--- src/rtl/i2c_cfg_pkg.sv ---
package i2c_cfg_pkg;
  localparam int BYTE_W = 8;

  typedef enum logic [2:0] {ST_IDLE, ST_RX, ST_RXACK, ST_TX, ST_TXACK, ST_SKIP} tgt_state_t;
  typedef enum logic [1:0] {PH_ADDR, PH_CMD, PH_DATA} rx_phase_t;

  function automatic logic [BYTE_W-1:0] reg_default(input int idx);
    return BYTE_W'(8'hA0 + idx);
  endfunction
endpackage

--- src/rtl/i2c_bus_sync.sv ---
module i2c_bus_sync #(
  parameter int STAGES = 2
) (
  input  logic clk,
  input  logic rst,
  input  logic scl_i,
  input  logic sda_i,
  output logic scl_now,
  output logic sda_now,
  output logic scl_rise,
  output logic scl_fall,
  output logic start_det,
  output logic stop_det
);
  logic [STAGES-1:0] scl_ff, sda_ff;
  logic scl_d, sda_d;

  always_ff @(posedge clk) begin
    if (rst) begin
      scl_ff <= '1;
      sda_ff <= '1;
      scl_d  <= 1'b1;
      sda_d  <= 1'b1;
    end else begin
      scl_ff <= {scl_ff[STAGES-2:0], scl_i};
      sda_ff <= {sda_ff[STAGES-2:0], sda_i};
      scl_d  <= scl_ff[STAGES-1];
      sda_d  <= sda_ff[STAGES-1];
    end
  end

  assign scl_now   = scl_ff[STAGES-1];
  assign sda_now   = sda_ff[STAGES-1];
  assign scl_rise  = scl_now & ~scl_d;
  assign scl_fall  = ~scl_now & scl_d;
  assign start_det = scl_now & scl_d & sda_d & ~sda_now;
  assign stop_det  = scl_now & scl_d & ~sda_d & sda_now;
endmodule

--- src/rtl/i2c_cfg_regbank.sv ---
module i2c_cfg_regbank
  import i2c_cfg_pkg::*;
#(
  parameter int NREG = 8,
  localparam int AW = $clog2(NREG)
) (
  input  logic              clk,
  input  logic              rst,
  input  logic              wr_en,
  input  logic [AW-1:0]     wr_addr,
  input  logic [BYTE_W-1:0] wr_data,
  input  logic [AW-1:0]     rd_addr,
  output logic [BYTE_W-1:0] rd_data,
  output logic [NREG*BYTE_W-1:0] regs_flat
);
  logic [BYTE_W-1:0] bank [NREG];

  for (genvar i = 0; i < NREG; i++) begin : g_reg
    always_ff @(posedge clk) begin
      if (rst)
        bank[i] <= reg_default(i);
      else if (wr_en && wr_addr == AW'(i))
        bank[i] <= wr_data;
    end
    assign regs_flat[i*BYTE_W +: BYTE_W] = bank[i];
  end

  assign rd_data = bank[rd_addr];
endmodule

--- src/rtl/i2c_cfg_engine.sv ---
module i2c_cfg_engine
  import i2c_cfg_pkg::*;
#(
  parameter int NREG = 8,
  parameter logic [6:0] DEV_ADDR = 7'h69,
  parameter int PW = 6,
  localparam int AW = $clog2(NREG)
) (
  input  logic              clk,
  input  logic              rst,
  input  logic              sda_now,
  input  logic              scl_rise,
  input  logic              scl_fall,
  input  logic              start_det,
  input  logic              stop_det,
  input  logic [BYTE_W-1:0] rd_data,
  output logic [AW-1:0]     rd_addr,
  output logic              wr_en,
  output logic [AW-1:0]     wr_addr,
  output logic [BYTE_W-1:0] wr_data,
  output logic              sda_oe
);
  tgt_state_t st;
  rx_phase_t  ph;
  logic [2:0] bitcnt;
  logic [BYTE_W-1:0] shreg, tx_sh, remain;
  logic byte_full, go_tx, block_mode, need_cnt, send_cnt, mst_ack;
  logic [PW-1:0] ptr;
  logic in_range;
  logic [BYTE_W-1:0] tx_next;

  assign in_range = ptr < PW'(NREG);
  assign rd_addr  = ptr[AW-1:0];
  assign tx_next  = send_cnt ? BYTE_W'(NREG) : (in_range ? rd_data : '0);

  always_ff @(posedge clk) begin
    if (rst) begin
      st <= ST_IDLE; ph <= PH_ADDR; bitcnt <= '0; shreg <= '0; tx_sh <= '0;
      remain <= '0; byte_full <= 1'b0; go_tx <= 1'b0; block_mode <= 1'b0;
      need_cnt <= 1'b0; send_cnt <= 1'b0; mst_ack <= 1'b0; ptr <= '0;
      wr_en <= 1'b0; wr_addr <= '0; wr_data <= '0; sda_oe <= 1'b0;
    end else begin
      wr_en <= 1'b0;
      if (start_det) begin
        st <= ST_RX; ph <= PH_ADDR; bitcnt <= '0; byte_full <= 1'b0; sda_oe <= 1'b0;
      end else if (stop_det) begin
        st <= ST_IDLE; sda_oe <= 1'b0;
      end else begin
        case (st)
          ST_RX: begin
            if (scl_rise) begin
              shreg  <= {shreg[BYTE_W-2:0], sda_now};
              bitcnt <= bitcnt + 3'd1;
              if (bitcnt == 3'd7) byte_full <= 1'b1;
            end else if (scl_fall && byte_full) begin
              byte_full <= 1'b0;
              bitcnt    <= '0;
              case (ph)
                PH_ADDR: begin
                  if (shreg[7:1] == DEV_ADDR) begin
                    sda_oe <= 1'b1; st <= ST_RXACK; go_tx <= shreg[0]; ph <= PH_CMD;
                    if (shreg[0]) begin
                      send_cnt <= block_mode;
                      if (block_mode) ptr <= '0;
                    end
                  end else begin
                    st <= ST_SKIP;
                  end
                end
                PH_CMD: begin
                  if (shreg[6:5] != 2'b00) begin
                    st <= ST_SKIP;
                  end else begin
                    sda_oe <= 1'b1; st <= ST_RXACK; go_tx <= 1'b0; ph <= PH_DATA;
                    block_mode <= ~shreg[7];
                    need_cnt   <= ~shreg[7];
                    remain     <= BYTE_W'(1);
                    ptr        <= shreg[7] ? PW'(shreg[4:0]) : '0;
                  end
                end
                default: begin
                  sda_oe <= 1'b1; st <= ST_RXACK; go_tx <= 1'b0;
                  if (need_cnt) begin
                    remain   <= shreg;
                    need_cnt <= 1'b0;
                  end else if (remain != '0) begin
                    remain <= remain - BYTE_W'(1);
                    if (in_range) begin
                      wr_en   <= 1'b1;
                      wr_addr <= ptr[AW-1:0];
                      wr_data <= shreg;
                    end
                    if (ptr != '1) ptr <= ptr + PW'(1);
                  end
                end
              endcase
            end
          end
          ST_RXACK: begin
            if (scl_fall) begin
              bitcnt <= '0;
              if (go_tx) begin
                tx_sh  <= tx_next;
                sda_oe <= ~tx_next[7];
                st     <= ST_TX;
                if (!send_cnt && ptr != '1) ptr <= ptr + PW'(1);
                send_cnt <= 1'b0;
              end else begin
                sda_oe <= 1'b0;
                st     <= ST_RX;
              end
            end
          end
          ST_TX: begin
            if (scl_fall) begin
              if (bitcnt == 3'd7) begin
                sda_oe <= 1'b0;
                st     <= ST_TXACK;
              end else begin
                bitcnt <= bitcnt + 3'd1;
                tx_sh  <= {tx_sh[BYTE_W-2:0], 1'b0};
                sda_oe <= ~tx_sh[6];
              end
            end
          end
          ST_TXACK: begin
            if (scl_rise) begin
              mst_ack <= ~sda_now;
            end else if (scl_fall) begin
              if (mst_ack && block_mode) begin
                bitcnt <= '0;
                tx_sh  <= tx_next;
                sda_oe <= ~tx_next[7];
                st     <= ST_TX;
                if (!send_cnt && ptr != '1) ptr <= ptr + PW'(1);
                send_cnt <= 1'b0;
              end else begin
                st <= ST_SKIP;
              end
            end
          end
          default: ;
        endcase
      end
    end
  end
endmodule

--- src/rtl/i2c_cfg_target.sv ---
module i2c_cfg_target
  import i2c_cfg_pkg::*;
#(
  parameter int NREG = 8,
  parameter logic [6:0] DEV_ADDR = 7'h69,
  parameter int SYNC_STAGES = 2,
  localparam int AW = $clog2(NREG)
) (
  input  logic clk,
  input  logic rst,
  input  logic scl_i,
  input  logic sda_i,
  output logic sda_oe,
  output logic [NREG*BYTE_W-1:0] cfg_regs
);
  logic scl_now, sda_now, scl_rise, scl_fall, start_det, stop_det;
  logic wr_en;
  logic [AW-1:0] wr_addr, rd_addr;
  logic [BYTE_W-1:0] wr_data, rd_data;

  i2c_bus_sync #(.STAGES(SYNC_STAGES)) u_sync (
    .clk(clk), .rst(rst), .scl_i(scl_i), .sda_i(sda_i),
    .scl_now(scl_now), .sda_now(sda_now), .scl_rise(scl_rise), .scl_fall(scl_fall),
    .start_det(start_det), .stop_det(stop_det)
  );

  i2c_cfg_engine #(.NREG(NREG), .DEV_ADDR(DEV_ADDR)) u_engine (
    .clk(clk), .rst(rst), .sda_now(sda_now), .scl_rise(scl_rise), .scl_fall(scl_fall),
    .start_det(start_det), .stop_det(stop_det), .rd_data(rd_data), .rd_addr(rd_addr),
    .wr_en(wr_en), .wr_addr(wr_addr), .wr_data(wr_data), .sda_oe(sda_oe)
  );

  i2c_cfg_regbank #(.NREG(NREG)) u_bank (
    .clk(clk), .rst(rst), .wr_en(wr_en), .wr_addr(wr_addr), .wr_data(wr_data),
    .rd_addr(rd_addr), .rd_data(rd_data), .regs_flat(cfg_regs)
  );
endmodule

--- config.mk ---
export PLATFORM = sky130hd
export DESIGN_NAME = i2c_cfg_target
export DESIGN_NICKNAME = d
export VERILOG_FILES = /design/src/rtl/i2c_cfg_pkg.sv /design/src/rtl/i2c_bus_sync.sv /design/src/rtl/i2c_cfg_regbank.sv /design/src/rtl/i2c_cfg_engine.sv /design/src/rtl/i2c_cfg_target.sv
export SDC_FILE = /design/constraint.sdc
export NUM_CORES = 1
export LEC_CHECK = 0
export ABC_AREA = 0
export BUFFER_PORTS_ARGS = -buffer_cell sky130_fd_sc_hd__buf_4
export CAP_MARGIN = 20
export CORE_MARGIN = 2
export CORE_UTILIZATION = 46
export DETAILED_ROUTE_END_ITERATION = 7
export GPL_TIMING_DRIVEN = 1
export SYNTH_ARGS = -nofsm -noshare
export SYNTH_HDL_FRONTEND = slang
export SYNTH_SLANG_ARGS = --single-unit
--- constraint.sdc ---
create_clock -name clk -period 2.7 [get_ports clk]
set_input_delay 0.54 -clock clk [delete_from_list [all_inputs] [get_ports clk]]
set_output_delay 0.54 -clock clk [all_outputs]
set_load 0.01 [all_outputs]
Word level (Yosys, flattened, before mapping)

Memory sizes are Yosys's and may differ from the RTL's. A register that Yosys moved wholly into a read port is not among the register bits.
Index checks and enable logic that the tools add are counted.

Register bits: 62
RAM bits: 64
Input bits: 4
Memories kept: 1

Memories:

| name        | depth | bits a word | read ports | clocked after memory_dff | wr ports | line                  | text |
|---|---|---|---|---|---|---|---|
| u_bank.bank | 8     | 8           | 9          | 1                        | 8        | i2c_cfg_regbank.sv:16 | `logic [BYTE_W-1:0] bank [NREG];` |

Add/sub/neg operators: 3
Order comparisons: 1
Equal/unequal tests: 46
Muxes and demuxes: 128
Bitwise gates (word level): 32
Reduce and logical (&&, ||, !) cells: 43

Operators with widths:

| kind                                                   | number |
|---|---|
| two-way mux 8 bit                                      | 13 |
| two-way mux 6 bit                                      | 15 |
| two-way mux 3 bit                                      | 20 |
| two-way mux 1 bit                                      | 56 |
| two-way mux 7 bit                                      | 7 |
| AND reduction 7 bit                                    | 4 |
| inequality test 2 x 1 -> 1 bit (second input constant) | 12 |
| case mux 3 bit (4 select lines)                        | 2 |
| AND reduction 8 bit                                    | 3 |
| case mux 7 bit (3 select lines)                        | 1 |
| inequality test 4 x 3 -> 1 bit (second input constant) | 5 |
| AND reduction 10 bit                                   | 2 |
| equality test 3 bit (second input constant)            | 6 |
| case mux 6 bit (3 select lines)                        | 1 |
| AND reduction 9 bit                                    | 2 |
| NOT 1 bit                                              | 17 |
| AND reduction 17 bit                                   | 1 |
| case mux 8 bit (2 select lines)                        | 1 |
| AND reduction 13 bit                                   | 1 |
| equality test 3 x 2 -> 1 bit (second input constant)   | 4 |
| inequality test 3 x 2 -> 1 bit (second input constant) | 4 |
| inequality test 4 bit (second input constant)          | 3 |
| case mux 6 bit (2 select lines)                        | 1 |
| AND reduction 4 bit                                    | 3 |
| 32 further kinds                                       | 69 |

Longest topological paths before layout

Gate-level depths: netlist (run 1).

Depth in word-level cells: 10
Gate-level depth with buffers: 8
Depth with buffers taken out: 7

By module

A second synthesis (run 1) with hierarchy kept.

Cells, all modules: 601
Area, all modules: 6530.0 um^2

By module, submodules not included:

| module          | times used | cells each | area each (um^2) | seq. area each (um^2) |
|---|---|---|---|---|
| i2c_cfg_engine  | 1          | 395        | 3268.1           | 1121.1 |
| i2c_cfg_regbank | 1          | 190        | 3071.7           | 1921.8 |
| i2c_bus_sync    | 1          | 16         | 190.2            | 120.1 |

Least setup slack after synthesis (run 1)

Ideal clock, no wire load.

Path type: in2reg
Start: in rst
End: mem u_bank.bank[6][0], data pin
Setup time: 0.255 ns
Arrival time: 1.689 ns
Data required time: 2.445 ns
Slack: 0.756 ns
Stages on the path: 6
Path buffers: 2
Cells stage by stage: clkbuf_1 -> clkinv_1 -> nand3_1 -> clkbuf_1 -> nor2_1 -> and2_1

RTL lines:

| element         | line                  | text |
|---|---|---|
| start, declared | i2c_cfg_target.sv:10  | `input logic rst,` |
| end, declared   | i2c_cfg_regbank.sv:16 |  |

Worst setup path in the final report (run 1)

Start: reg u_engine.st[2]
End: reg u_engine.st[1]

Word-level cells in the longest chain between the ends: 3
Elaborated cells on any way between the ends: 14
Classes of those cells: eq/ne: 11; mux: 1; reduce/logical: 2

RTL lines:

| element                                                          | line                 | text |
|---|---|---|
| start, declared                                                  | i2c_cfg_engine.sv:23 | `tgt_state_t st;` |
| start signal, assigned                                           | i2c_cfg_engine.sv:38 | `st <= ST_IDLE; ph <= PH_ADDR; bitcnt <= '0; shreg <= '0; tx_sh <= '0;` |
| start signal, assigned                                           | i2c_cfg_engine.sv:45 | `st <= ST_RX; ph <= PH_ADDR; bitcnt <= '0; byte_full <= 1'b0; sda_oe <= 1'b0;` |
| start signal, assigned                                           | i2c_cfg_engine.sv:47 | `st <= ST_IDLE; sda_oe <= 1'b0;` |
| equality test 3 x 2 -> 1 bit (tied with other cells)             | i2c_cfg_engine.sv:49 | `case (st)` |
| inequality test 2 x 1 -> 1 bit (no line) (tied with other cells) | --                   |  |
| AND reduction 8 bit (no line)                                    | --                   |  |

Parallel ways exist; a longest one is shown, timed or not.
A chain may end at the register's enable or synchronous reset.

==> impl_metrics.env, run 1 <==
export IMPL_fp_dieW_um=123
export IMPL_slowest_stage="nor3b_2"
export IMPL_power_uw=5570
export IMPL_first_global_vias=5215
export IMPL_hold_violations=0
export IMPL_cp_cell_sequence="nor3b_2 > o21ai_0 > a211oi_2 > a21oi_1 > a311oi_1"
export IMPL_clkSinkCount=129
export IMPL_htreeDepth=4
export IMPL_synth_edff_count=64
export IMPL_critPathLaunch="u_engine.st[2]"
export IMPL_critPathBufInv=0
export IMPL_design_area_um2=7830
export IMPL_rr_startpoint="u_engine.st[2]"
export IMPL_hold_buffers=0
export IMPL_rows=43
export IMPL_antenna_found_initial=0
export IMPL_hold_worst_slack_ns=0.300
export IMPL_power_density_nw_per_um2=712
export IMPL_start_util_pct=47.0
export IMPL_die_h_um=123
export IMPL_synth_area_leaders="edfxtp_1 29%, dfxtp_1 20%, mux4_2 5.5%"
export IMPL_period_needed_ns=2.38
export IMPL_cp_required_ns=3.03
export IMPL_cp_max_fo=13
export IMPL_p_leak_uw=0.00270
export IMPL_max_stage_delay_ns=0.71
export IMPL_clk_latency_ns=0.43
export IMPL_final_cell_mix="93 x buf_4, 65 x nand2_1, 65 x dfxtp_1, 64 x edfxtp_1, 58 x a21oi_1"
export IMPL_grt_ovfl_total=0
export IMPL_cts_tree="yes"
export IMPL_ctsLongestPathBuffers=2
export IMPL_grt_use_total_pct=25.3
export IMPL_synth_main_ff_cell="dfxtp_1"
export IMPL_yosysSeqAreaShare_pct=49.4
export IMPL_drc=0
export IMPL_synth_area_per_cell_um2=10.2
export IMPL_io_pins=69
export IMPL_grt_max_degree=54
export IMPL_postPlaceCellArea_um2=7270
export IMPL_pwr_share_seq_pct=40.9
export IMPL_grtUsageMet1_pct=34.8
export IMPL_drtAntennaViolNets=0
export IMPL_clockPowerShare_pct=38.7
export IMPL_nets=720
export IMPL_final_common_cell="buf_4"
export IMPL_synth_fp_nets=650
export IMPL_drive_gt1_share_pct=22.1
export IMPL_hold_path_class="input pin to flip-flop"
export IMPL_cts_root_buf="clkbuf_16"
export IMPL_yosys_register_bits=129
export IMPL_io_buffer_count=68
export IMPL_coreArea_um2=13900
export IMPL_synthCells=641
export IMPL_grtUsageMet2_pct=39.0
export IMPL_swShare_pct=31.3
export IMPL_cts_resized=0
export IMPL_synth_async_reset_ratio_pct=0
export IMPL_wirelength_um=18200
export IMPL_num_vias=5296
export IMPL_dr_pass1_iters=6
export IMPL_cap_violations=0
export IMPL_synth_area_um2=6530
export IMPL_end_kind="flip-flop"
export IMPL_grt_pass1_wl_um=28800
export IMPL_wl_per_cell_um=20.1
export IMPL_worst_slew_pin_slew_ns=0.774
export IMPL_cts_buffers=17
export IMPL_skew_ns=0.00733
export IMPL_status="finished clean"
export IMPL_clkSlewWorstSetupHoldPaths_ns=0.06
export IMPL_relSlewSlack_pct=48.2
export IMPL_yosysTopAreaCell="edfxtp_1"
export IMPL_hpwl_um=13200
export IMPL_setup_tns_final_ns=0
export IMPL_crit_path_start_kind="flip-flop"
export IMPL_setup_viol=0
export IMPL_rsz0062_at_grt="false"
export IMPL_viasPerCell=5.86
export IMPL_crit_arrival_ns=2.72
export IMPL_diodes=0
export IMPL_die_area_um2=15200
export IMPL_power_switching_uw=1740
export IMPL_critical_path_class="flip-flop to flip-flop"
export IMPL_yosysUniqueCellTypes=65
export IMPL_top_usage_layer="met2"
export IMPL_combPwrFrac_pct=20.4
export IMPL_cp_top_family="compound AO/OA/AOI/OAI gates"
export IMPL_cts_setup_buffers=0
export IMPL_peakVddDrop_uv=512
export IMPL_fin_crit_sh_pct=88.3
export IMPL_synth_warnings=0
export IMPL_area_growth_pct=19.9
export IMPL_max_freq_ghz=0.420
export IMPL_internal_power_uw=3830
export IMPL_finalMaxSlewViolations=0
export IMPL_synth_top_area_share_pct=29.5
export IMPL_use_met3_pct=8.03
export IMPL_gp_congestion=0.897
export IMPL_drtIter0Drc=349
export IMPL_min_delay_start="scl_i"
[worst reg2reg max path, delay by kind of cell (launching register included)]
kind / cells / cell delay (ns)
AOI/OAI and AO/OA: 4 / 1.10
DFF: 1 / 0.49
and+or+nand+nor: 1 / 0.71
[cells in the mapped netlist, types with 4 or more instances]
cell type,n
o21ai_0,24
o211a_1,4
nor3b_1,4
a221o_1,4
xnor2_1,7
a21oi_1,58
a31o_2,4
nor3_1,6
xor2_1,4
nand3_1,28
inv_1,10
mux2i_1,15
a211oi_1,8
dfxtp_1,65
o2111ai_1,5
a221oi_1,5
mux4_2,16
nor2_1,41
nand2_1,65
clkbuf_1,33
nand2b_1,19
ha_1,5
edfxtp_1,64
and2_1,37
nor2b_1,7
or2_2,6
o211ai_1,4
or3_1,25
buf_2,7
and3_1,4
[final cells by class]
class	count	area, um2
fill	1229	6050
sequential	129	3220
multi-input combinational	459	3090
timing repair buffer	93	698
clock buffer	17	425
tap	180	225
clock inverter	15	126
inverter	11	41.3
[state kept, by name, indices dropped and copies added (netlist names), 3 cells and up, named ones only]
signal	count
u_bank.bank	64
u_engine.bitcnt	3
u_engine.ptr	6
u_engine.remain	8
u_engine.shreg	8
u_engine.st	3
u_engine.tx_sh	7
u_engine.wr_addr	3
u_engine.wr_data	8
[metrics by stage]
stage / instances / util (%) / worst slack [ns]
after floorplan: 641 / - / 0.756
after global placement: 871 / 52.4 / 0.401
after detailed placement: 872 / 52.4 / 0.359
after CTS: 904 / 56.4 / 0.364
after global routing: 904 / 56.4 / 0.0847
final: 904 / 56.4 / 0.317
[kinds of logic after synthesis]
| kind of cell | Yosys count | share of synthesized area (%) |
|---|---|---|
| AND/OR/NAND/NOR | 264 | 21.7 |
| flip-flops | 129 | 49.4 |
| buffers and inverters | 53 | 3.30 |
| AO/OA/AOI/OAI | 147 | 15.1 |
| XOR/XNOR | 11 | 1.48 |
| multiplexers | 32 | 8.00 |
| adder cells (fa/ha/maj) | 5 | 0.959 |
[power groups by stage]
stage                     clock network [uW]  logic [uW]  registers (uW)
after global routing                    2270        1250            2290
after global placement                     0        1110            2310
after CTS                               2190        1130            2280
final                                   2160        1140            2280
after detailed placement                   0        1120            2320
after floorplan                            0         886            2240
[worst paths after layout]
| check | to | slack, ns | depth (start not counted) |
|---|---|---|---|
| max | u_engine.st[1] | 0.32 | 5 |
| min | u_sync.scl_ff[0] | 0.30 | 2 |
| max reg2reg | u_engine.st[1] | 0.32 | 5 |
| min reg2reg | u_sync.scl_ff[1] | 0.41 | 1 |
[routing by layer]
layer	wire (um)	share of wire, %
met5	0	0
met4	163	0.90
met3	1300	7.1
met2	8490	47
met1	8200	45
(Power assumes the default switching activity.)
==> run 2, diff against run 1 <==
--- a/config.mk
+++ b/config.mk
@@ -12,6 +12,7 @@
 export CORE_UTILIZATION = 46
 export DETAILED_ROUTE_END_ITERATION = 7
 export GPL_TIMING_DRIVEN = 1
+export REMOVE_ABC_BUFFERS = 1
 export SYNTH_ARGS = -nofsm -noshare
 export SYNTH_HDL_FRONTEND = slang
 export SYNTH_SLANG_ARGS = --single-unit
==> constraint.sdc (replaced) <==
create_clock -name clk -period 2.7 [get_ports clk]
set_input_delay 0.135 -clock clk [delete_from_list [all_inputs] [get_ports clk]]
set_output_delay 0.135 -clock clk [all_outputs]
set_load 0.01 [all_outputs]
==> impl_metrics.env, run 2 (synthesis gave the netlist of run 1 again) <==
export IMPL_cp_cell_sequence="nor3b_2 > o21ai_0 > a211oi_2 > a21oi_1 > a311oi_1"
export IMPL_nets=721
export IMPL_setup_tns_final_ns=0
export IMPL_layout_cells_non_filler=905
export IMPL_htreeDepth=4
export IMPL_cts_resized=0
export IMPL_cp_required_ns=3.02
export IMPL_max_freq_ghz=0.409
export IMPL_die_h_um=123
export IMPL_p_leak_uw=0.00274
export IMPL_wl_per_cell_um=19.6
export IMPL_crit_arrival_ns=2.77
export IMPL_clkSinkCount=129
export IMPL_cap_violations=0
export IMPL_final_common_cell="buf_4"
export IMPL_critical_path_class="flip-flop to flip-flop"
export IMPL_start_util_pct=47.0
export IMPL_io_buffer_count=68
export IMPL_cp_top_family="compound AO/OA/AOI/OAI gates"
export IMPL_rsz0062_at_grt="false"
export IMPL_first_global_vias=4995
export IMPL_finalMaxSlewViolations=0
export IMPL_postPlaceCellArea_um2=7270
export IMPL_status="finished clean"
export IMPL_drc=0
export IMPL_grt_max_degree=54
export IMPL_diodes=0
export IMPL_cts_root_buf="clkbuf_16"
export IMPL_dr_pass1_iters=5
export IMPL_top_register="u_bank.bank"
export IMPL_crit_path_start_kind="flip-flop"
export IMPL_rr_startpoint="u_engine.st[2]"
export IMPL_slowest_stage="nor3b_2"
export IMPL_die_area_um2=15200
export IMPL_antenna_found_initial=0
export IMPL_cts_buffers=17
export IMPL_drtIter0Drc=525
export IMPL_peakVddDrop_uv=485
export IMPL_worst_slew_pin_slew_ns=0.929
export IMPL_clkSlewWorstSetupHoldPaths_ns=0.05
export IMPL_critPathLaunch="u_engine.st[2]"
export IMPL_viasPerCell=5.89
export IMPL_largest_register_ffs=64
export IMPL_power_density_nw_per_um2=738
export IMPL_area_growth_pct=21.1
export IMPL_cts_tree="yes"
export IMPL_placed_cells=871
export IMPL_design_area_um2=7900
export IMPL_wirelength_um=17700
export IMPL_fillers=1209
export IMPL_critPathBufInv=0
export IMPL_cp_max_fo=13
export IMPL_period_needed_ns=2.44
export IMPL_final_cell_mix="92 x buf_4, 65 x nand2_1, 65 x dfxtp_1, 64 x edfxtp_1, 58 x a21oi_1"
export IMPL_clk_latency_ns=0.42
export IMPL_drtAntennaViolNets=0
export IMPL_grt_ovfl_total=0
export IMPL_grt_use_total_pct=24.6
export IMPL_drive_gt1_share_pct=21.5
export IMPL_dp_slack_ns=0.308
export IMPL_grt_pass1_wl_um=27900
export IMPL_gp_congestion=0.937
export IMPL_min_delay_start="rst"
export IMPL_io_pins=69
export IMPL_hold_path_class="input pin to flip-flop"
export IMPL_setup_viol=0
export IMPL_skew_ns=0.00957
export IMPL_cts_setup_buffers=0
export IMPL_layout_setup_ws_ns=0.255
export IMPL_num_vias=5334
export IMPL_coreArea_um2=13900
export IMPL_ctsLongestPathBuffers=2
export IMPL_hold_violations=0
export IMPL_rows=43
export IMPL_hpwl_um=12700
export IMPL_max_stage_delay_ns=0.68
export IMPL_fp_dieW_um=123
export IMPL_relSlewSlack_pct=37.6
export IMPL_end_kind="flip-flop"
export IMPL_fin_crit_sh_pct=90.5
export IMPL_hold_worst_slack_ns=0.320
[run 2: cell count changes in the layout (fill, tap and decap cells not counted), sizes merged]
cell | before | now
clkinv | 5 | 7
inv | 17 | 12
buf | 93 | 92
clkinvlp | 4 | 1
clkbuf | 17 | 19
bufinv | 0 | 4
dlygate4sd3 | 0 | 2
[run 2: tightest hold or removal path: cells and delay by family]
family	cells	cell delay (ns)
and+or+nand+nor	1	0.15
buffers and inverters	2	0.39
[run 2: repair_timing]
item / 4_1_cts / 5_1_grt
endpoints found under the setup margin: 0 / 0
hold buffers: 2 / 0
endpoints found under the hold margin: 2 / 0
[run 2: per-layer routing]
| metal | wire (um) | part of all wire, % | global-route usage (%) |
|---|---|---|---|
| met5 | 0 | 0 | 0 |
| met4 | 198 | 1.1 | 6.46 |
| met3 | 928 | 5.2 | 4.75 |
| met2 | 8390 | 47 | 37.4 |
| met1 | 8210 | 46 | 36.1 |
[run 2: metrics by stage]
step | utilization [%] | total power [uW]
detailed placement | 52.4 | 3440
CTS | 56.9 | 5840
finish | 56.9 | 5830
global route | 56.9 | 6080
global placement | 52.4 | 3420
floorplan | - | 3070
[run 2: worst paths after layout]
check,endpoint,slack [ns],cells after the start
setup / recovery,u_engine.st[1],0.26,5
hold reg to reg,u_sync.sda_ff[1],0.41,1
hold / removal,u_engine.need_cnt,0.32,3
setup reg to reg,u_engine.st[1],0.26,5
[run 2: report_power, final]
part | leakage [uW] | switching (uW) | internal, uW
Sequential | 0.00110 | 148 | 2140
Combinational | 0.00134 | 636 | 496
Clock | 0.000297 | 866 | 1550
Total | 0.00274 | 1650 | 4180
[run 2: final cells by class]
cell class | count | area, um2 | area share, %
flip-flops and latches | 129 | 3220 | 40.8
clock inverters | 13 | 184 | 2.33
well taps | 180 | 225 | 2.85
clock buffers | 19 | 433 | 5.48
inverters | 11 | 41.3 | 0.522
repair buffers | 94 | 711 | 8.99
multi-input cells | 459 | 3090 | 39.1
